**config.mk**
```make
export PLATFORM = sky130hd
export DESIGN_NAME = apwm_timer
export DESIGN_NICKNAME = d
export VERILOG_FILES = /design/src/rtl/apwm_pkg.sv /design/src/rtl/apwm_regs.sv /design/src/rtl/apwm_counter.sv /design/src/rtl/apwm_compare.sv /design/src/rtl/apwm_timer.sv
export SDC_FILE = /design/constraint.sdc
export NUM_CORES = 1
export LEC_CHECK = 0
export ABC_AREA = 1
export CAP_MARGIN = 20
export CORE_UTILIZATION = 55
export CTS_BUF_LIST = sky130_fd_sc_hd__clkbuf_8 sky130_fd_sc_hd__clkbuf_16
export DETAILED_ROUTE_END_ITERATION = 7
export PLACE_DENSITY = 0.74
export REMOVE_ABC_BUFFERS = 1
export SETUP_SLACK_MARGIN = 0.05
export SYNTH_ARGS = -nofsm -noshare
export SYNTH_HDL_FRONTEND = slang
export SYNTH_SLANG_ARGS = --single-unit
export TNS_END_PERCENT = 20
```
**constraint.sdc**
```tcl
create_clock -name clk -period 4.6 [get_ports clk]
set_clock_uncertainty 0.1 [all_clocks]
set_input_delay 0.92 -clock clk [delete_from_list [all_inputs] [get_ports clk]]
set_output_delay 0.92 -clock clk [all_outputs]
set_load 0.02 [all_outputs]
```
**src/rtl/apwm_pkg.sv**
```systemverilog
package apwm_pkg;
   // word indices (byte offset / 4) of the mapped registers
   localparam int unsigned IDX_ACT_PER = 2;
   localparam int unsigned IDX_ACT_CMP = 3;
   localparam int unsigned IDX_BUF_PER = 4;
   localparam int unsigned IDX_BUF_CMP = 5;
   localparam int unsigned IDX_CTRL    = 10;
   // control word sits in the upper half of its bus word
   localparam int unsigned CTRL_LSB    = 16;
   localparam int unsigned CTRL_W      = 16;
   // control bit positions
   localparam int unsigned CB_RUN      = 4;
   localparam int unsigned CB_SYNC_A   = 6;
   localparam int unsigned CB_SYNC_B   = 7;
   localparam int unsigned CB_MODE     = 9;
   localparam int unsigned CB_POL_LOW  = 10;
endpackage

```
**src/rtl/apwm_regs.sv**
```systemverilog
module apwm_regs
   import apwm_pkg::*;
#(
   parameter int unsigned CNT_W  = 32,
   parameter int unsigned DATA_W = 32,
   parameter int unsigned ADDR_W = 8
) (
   input  logic              clk,
   input  logic              rst_n,
   input  logic [ADDR_W-1:0] bus_addr,
   input  logic [DATA_W-1:0] bus_wdata,
   input  logic              bus_we,
   input  logic [DATA_W/8-1:0] bus_be,
   input  logic              period_end,
   output logic [DATA_W-1:0] bus_rdata,
   output logic [CNT_W-1:0]  act_per,
   output logic [CNT_W-1:0]  act_cmp,
   output logic [CNT_W-1:0]  buf_per,
   output logic [CNT_W-1:0]  buf_cmp,
   output logic [CTRL_W-1:0] ctrl,
   output logic              pending
);
   localparam int unsigned LANES = DATA_W / 8;
   localparam int unsigned IDX_W = ADDR_W - 2;

   logic [IDX_W-1:0]  word_idx;
   logic [DATA_W-1:0] cur_word;
   logic [DATA_W-1:0] merged;
   logic              hit_aper, hit_acmp, hit_bper, hit_bcmp, hit_ctrl;
   logic              transfer;

   assign word_idx = bus_addr[ADDR_W-1:2];
   assign hit_aper = (word_idx == IDX_W'(IDX_ACT_PER));
   assign hit_acmp = (word_idx == IDX_W'(IDX_ACT_CMP));
   assign hit_bper = (word_idx == IDX_W'(IDX_BUF_PER));
   assign hit_bcmp = (word_idx == IDX_W'(IDX_BUF_CMP));
   assign hit_ctrl = (word_idx == IDX_W'(IDX_CTRL));

   always_comb begin
      cur_word = '0;
      if (hit_aper)      cur_word = DATA_W'(act_per);
      else if (hit_acmp) cur_word = DATA_W'(act_cmp);
      else if (hit_bper) cur_word = DATA_W'(buf_per);
      else if (hit_bcmp) cur_word = DATA_W'(buf_cmp);
      else if (hit_ctrl) cur_word = DATA_W'(ctrl) << CTRL_LSB;
   end

   assign bus_rdata = cur_word;

   // byte-lane merge of write data over the addressed register
   for (genvar g = 0; g < LANES; g++) begin : g_lane
      assign merged[8*g +: 8] = bus_be[g] ? bus_wdata[8*g +: 8] : cur_word[8*g +: 8];
   end

   assign transfer = period_end && pending;

   always_ff @(posedge clk or negedge rst_n) begin
      if (!rst_n) begin
         act_per <= '0;
         act_cmp <= '0;
         buf_per <= '0;
         buf_cmp <= '0;
         ctrl    <= '0;
         pending <= 1'b0;
      end else begin
         if (bus_we && hit_aper)      act_per <= merged[CNT_W-1:0];
         else if (transfer)           act_per <= buf_per;

         if (bus_we && hit_acmp)      act_cmp <= merged[CNT_W-1:0];
         else if (transfer)           act_cmp <= buf_cmp;

         if (bus_we && hit_bper)      buf_per <= merged[CNT_W-1:0];
         if (bus_we && hit_bcmp)      buf_cmp <= merged[CNT_W-1:0];
         if (bus_we && hit_ctrl)      ctrl    <= merged[CTRL_LSB +: CTRL_W];

         if (bus_we && (hit_bper || hit_bcmp)) pending <= 1'b1;
         else if (transfer)                    pending <= 1'b0;
      end
   end
endmodule

```
**src/rtl/apwm_counter.sv**
```systemverilog
module apwm_counter #(
   parameter int unsigned CNT_W = 32
) (
   input  logic             clk,
   input  logic             rst_n,
   input  logic             run,
   input  logic [CNT_W-1:0] period,
   output logic [CNT_W-1:0] count,
   output logic             period_end
);
   logic at_top;

   // a period of 0 or 1 keeps the counter parked at zero
   assign at_top     = (period <= CNT_W'(1)) || (count >= period - CNT_W'(1));
   assign period_end = run && at_top;

   always_ff @(posedge clk or negedge rst_n) begin
      if (!rst_n)   count <= '0;
      else if (run) count <= at_top ? '0 : count + CNT_W'(1);
   end
endmodule

```
**src/rtl/apwm_compare.sv**
```systemverilog
module apwm_compare #(
   parameter int unsigned CNT_W = 32
) (
   input  logic             mode_on,
   input  logic             pol_low,
   input  logic [CNT_W-1:0] count,
   input  logic [CNT_W-1:0] cmp,
   output logic             pwm
);
   logic in_window;

   assign in_window = (count < cmp);
   assign pwm       = mode_on & (in_window ^ pol_low);
endmodule

```
**src/rtl/apwm_timer.sv**
```systemverilog
module apwm_timer
   import apwm_pkg::*;
#(
   parameter int unsigned CNT_W  = 32,
   parameter int unsigned DATA_W = 32,
   parameter int unsigned ADDR_W = 8
) (
   input  logic                clk,
   input  logic                rst_n,
   input  logic [ADDR_W-1:0]   bus_addr,
   input  logic [DATA_W-1:0]   bus_wdata,
   input  logic                bus_we,
   input  logic [DATA_W/8-1:0] bus_be,
   output logic [DATA_W-1:0]   bus_rdata,
   output logic                pwm_out
);
   if (CNT_W < 2 || CNT_W > DATA_W) begin : g_bad_cnt
      $error("apwm_timer: CNT_W must lie in 2..DATA_W");
   end
   if (DATA_W < CTRL_LSB + CTRL_W || (DATA_W % 8) != 0) begin : g_bad_data
      $error("apwm_timer: DATA_W must be a multiple of 8 and at least 32");
   end
   if (ADDR_W < 6) begin : g_bad_addr
      $error("apwm_timer: ADDR_W too small for the register map");
   end

   logic [CNT_W-1:0]  act_per, act_cmp, buf_per, buf_cmp, count;
   logic [CTRL_W-1:0] ctrl;
   logic              pending, period_end;

   apwm_regs #(.CNT_W(CNT_W), .DATA_W(DATA_W), .ADDR_W(ADDR_W)) u_regs (
      .clk        (clk),
      .rst_n      (rst_n),
      .bus_addr   (bus_addr),
      .bus_wdata  (bus_wdata),
      .bus_we     (bus_we),
      .bus_be     (bus_be),
      .period_end (period_end),
      .bus_rdata  (bus_rdata),
      .act_per    (act_per),
      .act_cmp    (act_cmp),
      .buf_per    (buf_per),
      .buf_cmp    (buf_cmp),
      .ctrl       (ctrl),
      .pending    (pending)
   );

   apwm_counter #(.CNT_W(CNT_W)) u_cnt (
      .clk        (clk),
      .rst_n      (rst_n),
      .run        (ctrl[CB_RUN]),
      .period     (act_per),
      .count      (count),
      .period_end (period_end)
   );

   apwm_compare #(.CNT_W(CNT_W)) u_cmp (
      .mode_on (ctrl[CB_MODE]),
      .pol_low (ctrl[CB_POL_LOW]),
      .count   (count),
      .cmp     (act_cmp),
      .pwm     (pwm_out)
   );
endmodule

```
**Word-level counts from Yosys, hierarchy flattened**

Index checks and enable logic that the tools add are counted.

- Register bits: 177
- Bits of input ports: 47
- Word-level logic and storage cells: 48
- Output and inout bits: 33

- Reduce and logical (&&, ||, !) cells: 13
- Add/sub/neg operators: 2
- Mux-type cells: 16
- Order comparisons: 3
- Bitwise operators: 2
- Equal/unequal tests: 5

Operators with widths:

| operator | number |
|---|---|
| $mux W32 | 10 |
| $add A32 B1 Y32 const B | 1 |
| $ge A32 B32 Y1 | 1 |
| $le A32 B1 Y1 const B | 1 |
| $lt A32 B32 Y1 | 1 |
| $mux W8 | 4 |
| $sub A32 B1 Y32 const B | 1 |
| $eq A6 B2 Y1 const B | 2 |
| $eq A6 B3 Y1 const B | 2 |
| $logic_and A1 B1 Y1 | 8 |
| $eq A6 B4 Y1 const B | 1 |
| $reduce_bool A2 Y1 | 3 |
| $logic_or A1 B1 Y1 | 2 |
| $mux W1 | 2 |
| $and A1 B1 Y1 | 1 |
| $xor A1 B1 Y1 | 1 |

**Logic depth before layout (Yosys ltp)**

Gate-level depths: netlist of run 1.

- Depth after elaboration: 8
- Mapped depth: 24
- Gate-level depth less buffers: 23

**Hierarchy**

A second synthesis of run 1 with hierarchy kept.

- Cells, all modules: 1712
- Area total of the unflattened synthesis: 12109.1 µm²

Modules (own cells, without submodules):

| module | cells each | times used | area an instance (µm²) | sequential area each (µm²) |
|---|---|---|---|---|
| apwm_regs | 1083 | 1 | 7749.9 | 3628.5 |
| apwm_counter | 493 | 1 | 3507.1 | 800.8 |
| apwm_compare | 136 | 1 | 852.1 | 0.0 |

**Least setup slack after synthesis of run 1**

OpenSTA, ideal clock, no wires.

- Path type: flip-flop to flip-flop
- From: reg u_regs.act_per[0]
- To: reg u_regs.act_per[0]
- Slack: 1.273 ns
- Arrival: 3.110 ns
- Stages on the path, launching flop included: 23
- Data required time: 4.383 ns
- Clock period less this slack: 3.327 ns
- Buffers on the path: 2
- Setup time: 0.117 ns
- Cells stage by stage: dfrtp_1 > inv_1 > ha_1 > nand2_2 > nor2_2 > inv_1 > nor3_2 > nand2_1 > nor3_2 > nand4_1 > xor2_1 > ha_1 > nand2_1 > nor2_1 > nand2_1 > nor2_1 > nand4_1 > nand4_4 > nand3_4 > buf_6 > buf_6 > nand3_1 > nand2_1

- Cells in the longest elaborated chain, start to end: 6
- Elaborated cells on any way between the ends: 10
- Classes of those cells: add/sub (1); order compare (2); mux (3); reduce/logical (4)

RTL lines:

| element | line | source |
|---|---|---|
| start: declaration | apwm_regs.sv:16 | `output logic [CNT_W-1:0] act_per,` |
| start signal: assignment | apwm_regs.sv:66 | `if (bus_we && hit_aper) act_per <= merged[CNT_W-1:0];` |
| start signal: assignment | apwm_regs.sv:67 | `else if (transfer) act_per <= buf_per;` |
| $sub A32 B1 Y32 | apwm_counter.sv:14 | `assign at_top = (period <= CNT_W'(1)) \|\| (count >= period - CNT_W'(1));` |
| $ge A32 B32 Y1 | apwm_counter.sv:14 |  |
| $logic_or A1 B1 Y1 | apwm_counter.sv:14 |  |
| $logic_and A1 B1 Y1 | apwm_counter.sv:15 | `assign period_end = run && at_top;` |
| $logic_and A1 B1 Y1 | apwm_regs.sv:55 | `assign transfer = period_end && pending;` |
| $reduce_bool A2 Y1 (no source line) | n/a |  |

Parallel ways exist; a longest one is shown, timed or not.
A chain may end at the register's enable or synchronous reset.

**Worst setup path after layout of run 1**

- From: reg u_regs.act_per[0]
- To: reg u_regs.act_cmp[22]

- Cells in the longest elaborated chain, start to end: 6
- Elaborated cells on any way between the ends: 7
- Classes of those cells: add/sub (1); order compare (2); reduce/logical (4)

RTL lines:

| element | line | source |
|---|---|---|
| $sub A32 B1 Y32 | apwm_counter.sv:14 |  |
| $ge A32 B32 Y1 | apwm_counter.sv:14 |  |
| $logic_or A1 B1 Y1 (*) | apwm_counter.sv:14 |  |
| $logic_and A1 B1 Y1 (*) | apwm_counter.sv:15 |  |
| $logic_and A1 B1 Y1 (*) | apwm_regs.sv:55 |  |
| $reduce_bool A2 Y1 (no source line) (*) | n/a |  |
| end signal: assignment | apwm_regs.sv:69 | `if (bus_we && hit_acmp) act_cmp <= merged[CNT_W-1:0];` |
| end signal: assignment | apwm_regs.sv:70 | `else if (transfer) act_cmp <= buf_cmp;` |
| end: declaration | apwm_regs.sv:17 | `output logic [CNT_W-1:0] act_cmp,` |

Every way passes the cells marked *; elsewhere a longest branch is shown, timed or not.

==> results of run 1 <==
==> flip-flops by register name, indices dropped and copies added, names as in the netlist <==
name	count
u_cnt.count	32
u_regs.act_cmp	32
u_regs.act_per	32
u_regs.buf_cmp	32
u_regs.buf_per	32
u_regs.ctrl	16
u_regs.pending	1
==> through the flow <==
step | setup WS, ns | power (mW)
after floorplan | 0.738 | 2.41
after global placement | 0.480 | 2.68
after detailed placement | 0.442 | 2.70
after CTS | 0.360 | 4.26
after global routing | 0.0379 | 4.49
final | 0.374 | 4.27
==> cells by family (layout without fill, tap and decap cells) <==
family	Yosys count	in the layout	share of synthesized area (%)
and+or+nand+nor	1035	1035	37.7
buffers and inverters	231	302	7.88
AOI/OAI and AO/OA	198	198	8.51
DFF	177	177	36.3
adders and majority gates	66	66	6.77
xor gates and xnor gates	40	40	2.87
==> tightest hold or removal path, delay by kind of cell (launching register included) <==
kind,cells,cell delay [ns]
flip-flops,1,0.35
AO/OA/AOI/OAI,1,0.06
AND/OR/NAND/NOR,1,0.05
==> layout make-up <==
type                       count  area (um^2)
multi-input combinational   1339         6820
sequential                   177         4430
fill                        1963         7840
clock buffer                  18          439
inverter                     166          623
tap                          280          350
timing repair buffer         104         1070
clock inverter                14          179
==> worst paths after layout <==
kind,end,cells after the start,from,slack [ns]
worst min-delay path,u_regs.ctrl[2],2,u_regs.ctrl[2],0.39
max in group asynchronous,u_regs.act_per[0],2,rst_n,3.02
worst min register to register,u_regs.ctrl[2],2,u_regs.ctrl[2],0.39
worst max register to register,u_regs.act_cmp[22],21,u_regs.act_per[0],0.37
worst max-delay path,u_regs.act_cmp[22],21,u_regs.act_per[0],0.37
min in group asynchronous,u_regs.ctrl[12],1,rst_n,0.45
==> power breakdown <==
group | internal (mW) | switching [mW]
Combinational | 0.337 | 0.541
Clock | 0.882 | 0.686
Sequential | 1.69 | 0.131
==> layer usage <==
| metal | up-vias | wire (um) |
|---|---|---|
| li1 | 5761 | - |
| met1 | 5532 | 15500 |
| met2 | 385 | 15700 |
| met3 | 45 | 2110 |
| met4 | 0 | 558 |
| met5 | - | 0 |
==> cell usage in the layout, fill, tap and decap left out, drive strengths merged <==
| cell | Yosys | final |
|---|---|---|
| nand2 | 596 | 596 |
| dfrtp | 177 | 177 |
| inv | 165 | 171 |
| nand3 | 161 | 161 |
| nor2 | 149 | 149 |
| o21ai | 140 | 140 |
| clkdlybuf4s50 | 0 | 76 |
| ha | 66 | 66 |
| nor3 | 49 | 49 |
| a21oi | 43 | 43 |
| nand4 | 34 | 34 |
| or2 | 32 | 32 |
| xor2 | 29 | 29 |
| buf | 38 | 28 |
| clkbuf | 27 | 18 |
| xnor2 | 11 | 11 |
| nor4 | 11 | 11 |
| clkinv | 1 | 6 |
| o21a | 5 | 5 |
| a21o | 4 | 4 |
| bufinv | 0 | 3 |
| a31oi | 2 | 2 |
| nand3b | 2 | 2 |
| o21bai | 2 | 2 |
| o211ai | 2 | 2 |
| and2 | 1 | 1 |
==> metrics, run 1 <==
CP dominant cell by count=inv_1; share of layout cells above drive strength 1=about 8%; critical path's slowest cell=dfrtp_1; placed insts=slightly above 2000; insertion delay to the later sink of the worst-skew pair=~0.44 ns; hold slack=between 0.3 and 0.4 ns; Setup-failing EPs final=0; min Tclk post-route=between 4 and 5 ns; Mapped Cells=approximately 1700; Max transition margin=between 20% and 30%; GP Congestion=between 0.9 and 1; CP required=4.82 ns; Top Usage Layer GRT=met2; Syn Area/Cell=6.99 um^2; Post-Route WL=34000 um; met3 Use GR=slightly below 5%; Hold Vio Cnt, Final=0; RSZ-0062 raised after global routing=no; Bufs and invs on worst path=4; Netlist Area Pre-Place=about 0.012 mm^2; kind of critical path=flop to flop; Synth area leader=dfrtp_1; Synth Warn #=0; outcome=complete, no violations; M2 GR Usage=approximately 50%; FMAX=roughly 240 MHz; CP peak stage delay=roughly 0.44 ns; PortBufs=77; initial antenna violation count=0; Layout Utilization=64.0%; CP max FO=30; largest net degree at the start of global routing=87; TritonCTS clock tree=done; Slew @ Worst Pin=roughly 1.1 ns; Post-DP HPWL=around 24000 um; distinct cell type count after synthesis=44; Async S/R FF share, synth=between 90% and 100%; global route total overflow=0; Post-DRT Antenna Nets=0; Chip Width=between 150 and 200 um; row count=between 50 and 60; top-area cell type share of the netlist area=between 30% and 40%; Reg clk slew, reported paths=roughly 0.070 ns; Final Instance Area=about 0.014 mm^2; PwrDens=roughly 300 mW/mm^2; worst vdd ir=approximately 180 uV; GR Util met1=between 40% and 50%; setup bufs post-CTS=0; number of flops mapped to enable cells by yosys=0; Main synth FF type=dfrtp_1; Crit. End Element=flop; max-cap viol count=0; Starting Density=56.1%; Setup Total Neg Slack=0 ns; synth top area cells=dfrtp_1 36%, nand2_1 18%, ha_1 6.8%; Die Y=approximately 150 um; hold_buf cts=0; Seq/Total Area, Yosys=a little over a third; top cells by count, synth=585 x nand2_1, 177 x dfrtp_1, 157 x inv_1, 156 x nand3_1, 132 x nor2_1; Final Non-Filler Cells=2098; Avg Vias per Cell=5.59; first-pass GRT wire length=56100 um; placed cell areas=~0.013 mm^2; # resized after CTS=0; CORE AREA=0.0218 mm^2; Final Max Slew Viols=0; Synth Register Bits=about 180; clk sink count=between 150 and 200; Worst Path Arrival=~4.5 ns; DRT iter0 DRCs=slightly below 1000; Leak=roughly 7 nW; worst hold path type=flop to flop; clk root buf=clkbuf_16; crit path launch type=flop; CTS Buf Count=17; total track usage=a little under a third; DR WL/cell=~16 um; DIE AREA=0.0228 mm^2; # diodes=0; Layout Nets=between 1500 and 2000; fin crit share=between 90 and 100%; num ports=80; clk buf depth=2; DRC=0; crit-path cells=inv_1 -> ha_1 -> nand2_2 -> nor2_2 -> inv_1 -> nor3_2 -> nand2_2 -> nor3_1 -> xor2_1 -> inv_1 -> ha_1 -> nand2_1 -> nor2_1 -> nand4_1 -> nor2_1 -> nand4_1 -> nand4_4 -> nand3_4 -> buf_4 -> nand3_1 -> nand2_1; vias in the first global route=11125; CP top delay family=simple AND/OR/NAND/NOR gates; H-tree Lvls=4; area grow syn2layout=14.0%; count leader, synth=nand2_1; drt first pass iters=6; vias=roughly 12000
No activity file was read; power rests on OpenSTA's default activity.
==> run 2, diff against run 1 <==
--- a/config.mk
+++ b/config.mk
@@ -5,12 +5,11 @@
 export SDC_FILE = /design/constraint.sdc
 export NUM_CORES = 1
 export LEC_CHECK = 0
-export ABC_AREA = 1
 export CAP_MARGIN = 20
-export CORE_UTILIZATION = 55
+export CORE_UTILIZATION = 52
 export CTS_BUF_LIST = sky130_fd_sc_hd__clkbuf_8 sky130_fd_sc_hd__clkbuf_16
 export DETAILED_ROUTE_END_ITERATION = 7
-export PLACE_DENSITY = 0.74
+export PLACE_DENSITY = 0.71
 export REMOVE_ABC_BUFFERS = 1
 export SETUP_SLACK_MARGIN = 0.05
 export SYNTH_ARGS = -nofsm -noshare
==> metrics, run 2 <==
outcome=complete, no violations; TritonCTS clock tree=done; area occupied by multi-input gates=0.00636 mm^2 (-6.8%); Seq/Total Area, Yosys=39.8% (+3.5 points); drt first pass iters=5 (-1); WHS Path Cells=2 (unchanged); Avg Vias per Cell=5.83 (+4.4%); commonest non-fill, non-tap cells in the layout=177 x dfrtp_1, 143 x mux2i_1, 122 x nor2_1; clk buf depth=2 (unchanged); CP required=4.79 ns (-0.03 ns); Setup-failing EPs final=0 (unchanged); Max transition margin=35.4% (+6.6 points); worst vdd ir=236 uV (+32%); synth top area cells=dfrtp_1 40%, mux2i_1 13%, ha_1 7.4%; PortBufs=77 (unchanged); Netlist Area Pre-Place=0.0111 mm^2 (-8.9%); Worst Path Arrival=4.64 ns (+0.19 ns); DR WL/cell=18.2 um (+12%); FMAX=225 MHz (-5.0%); CP max FO=5 (-83%); kind of critical path=flop to flop; Mapped Cells=1163 (-33%); Reg clk slew, reported paths=0.06 ns (about the same); Starting Density=52.9% (-3.2 points); top cells by count, synth=177 x dfrtp_1, 144 x mux2i_1, 122 x nor2_1, 121 x nand2_1, 85 x a21oi_1; total track usage=26.4% (-5.4 points); DIE AREA=0.0220 mm^2 (-3.6%); leading cell type in the layout, fill and taps excluded=dfrtp_1; num ports=80 (unchanged); Post-DRT Antenna Nets=0 (unchanged); worst hold path endpoint=u_regs.ctrl[3]; placed cell areas=0.0124 mm^2 (-6.9%); DRT iter0 DRCs=491 (-50%); Synth Register Bits=177 (unchanged); count leader, synth=dfrtp_1; FILL cells=1687 (-14%); worst hold path type=flop to flop; GP Congestion=0.901 (-4.7%); Syn Area/Cell=9.56 um^2 (+37%); area grow syn2layout=19.4%; CTS Buf Count=17 (unchanged); initial antenna violation count=0 (unchanged); Hold Crit Start=u_regs.ctrl[3]; fin crit share=96.7% (+4.8 points); register area=0.00443 mm^2 (unchanged); Synth area leader=dfrtp_1; H-tree Lvls=4 (unchanged); R2R depth=17 (-19%); Final Instance Area=0.0133 mm^2 (-4.6%); Hold Vio Cnt, Final=0 (unchanged); clk root buf=clkbuf_16; Layout Nets=1372 (-28%); Die Y=148 um (-1.8%); # diodes=0 (unchanged); top-area cell type share of the netlist area=39.8% (+3.5 points); Reg-to-Reg End=u_regs.act_per[25]; largest net degree at the start of global routing=96 (+10%); Synth Warn #=0 (unchanged); number of flops mapped to enable cells by yosys=0 (unchanged); first-pass GRT wire length=45700 um (-19%); share of layout cells above drive strength 1=13.5% (+5.6 points); clk sink count=177 (unchanged); row count=53 (-1.9%); max-cap viol count=0 (unchanged); DRC=0 (unchanged); global route total overflow=0 (unchanged); crit path launch type=flop; Post-DP HPWL=19400 um (-19%); Async S/R FF share, synth=100% (unchanged); distinct cell type count after synthesis=48 (+9.1%); reg2reg setup slack=0.15 ns (-0.22 ns); Chip Width=148 um (-1.8%); Slew @ Worst Pin=0.966 ns (-0.0992 ns); Leak=6.75 nW (-5.0%); insertion delay to the later sink of the worst-skew pair=0.43 ns (about the same); final setup margin=0.151 ns (-0.223 ns); RSZ-0062 raised after global routing=yes; PwrDens=310 mW/mm^2 (+1.0%); Main synth FF type=dfrtp_1; hold slack=0.388 ns (+0.000193 ns); Crit. End Element=flop; reg2reg start=u_regs.act_per[17]; CORE AREA=0.0210 mm^2 (-3.4%); worst slack at placement=0.0614 ns (-0.380 ns); Post-Route WL=28100 um (-17%); PnR Total Power=4.11 mW (-3.6%); vias=9024 (-23%); vias in the first global route=8904 (-20%); min Tclk post-route=4.45 ns (+0.223 ns); Final Max Slew Viols=0 (unchanged)
run 2: power by group:
group          internal, mW  leakage [nW]  switching, mW
Combinational         0.360          4.26          0.378
Sequential             1.73          2.19          0.182
Clock                 0.852         0.295          0.611
run 2: how the worst max path moves through the flow:
stage,from,cells after the start,end
finish,u_regs.act_per[17],17,u_regs.act_per[25]
global route,u_regs.act_per[10],19,u_regs.act_cmp[18]
global placement,u_regs.act_per[10],16,u_regs.act_cmp[7]
CTS,u_regs.act_per[18],16,u_regs.act_cmp[31]
floorplan,u_regs.act_per[2],14,u_regs.act_per[0]
detailed placement,u_regs.act_per[10],16,u_regs.act_cmp[31]
run 2: kinds of logic after synthesis:
group / Yosys count / share of synthesized area, %
mux: 198 / 18.4
fa+ha+maj: 66 / 7.43
xor+xnor: 57 / 4.49
compound gates: 207 / 11.2
simple gates: 355 / 14.6
flops: 177 / 39.8
buf+inv: 103 / 4.05
run 2: area by class of cell:
cell class / instances / share of cell area (%)
Multi-Input combinational cell: 883 / 47.9
Sequential cell: 177 / 33.4
Timing Repair Buffer: 140 / 10.6
Clock buffer: 21 / 3.62
Tap cell: 275 / 2.59
Inverter: 40 / 1.13
Clock inverter: 11 / 0.848
run 2: metal layers:
layer / wire length [um] / global-route usage, % / vias to the layer above
li1: - / - / 4327
met1: 13200 / 37.5 / 4426
met2: 13400 / 42.1 / 241
met3: 1190 / 3.47 / 30
met4: 337 / 7.63 / 0
met5: 0 / 0 / -
run 2: timing repair:
item                                    CTS  global route
setup buffers                             0             9
gates cloned                              0             4
pin swaps                                 0            12
endpoints found under the setup margin    1            89
gates resized for setup                   1            25
hold buffers                              0             0
run 2: metrics by stage:
step | setup TNS, ns | cells | util (%)
after floorplan | -228.65 | 1100 | -
after global placement | 0 | 1501 | 58.8
after detailed placement | 0 | 1501 | 58.8
after CTS | 0 | 1533 | 61.7
after global routing | -0.241 | 1547 | 63.1
final | 0 | 1547 | 63.1
run 2: worst max-delay path: stages, from the launching register on:
cell and delay, ns:
dfrtp_1 0.38, or4_4 0.58, nor4_4 0.16, or2b_1 0.27, or3_4 0.36, nor4b_4 0.26, xnor2_1 0.10, ha_1 0.31
nand4_1 0.12, nor3_1 0.06, a221oi_1 0.28, nand4_1 0.22, o211ai_1 0.29, clkbuf_16 0.21, buf_6 0.14, buf_6 0.13
mux2i_1 0.21, a21oi_1 0.10
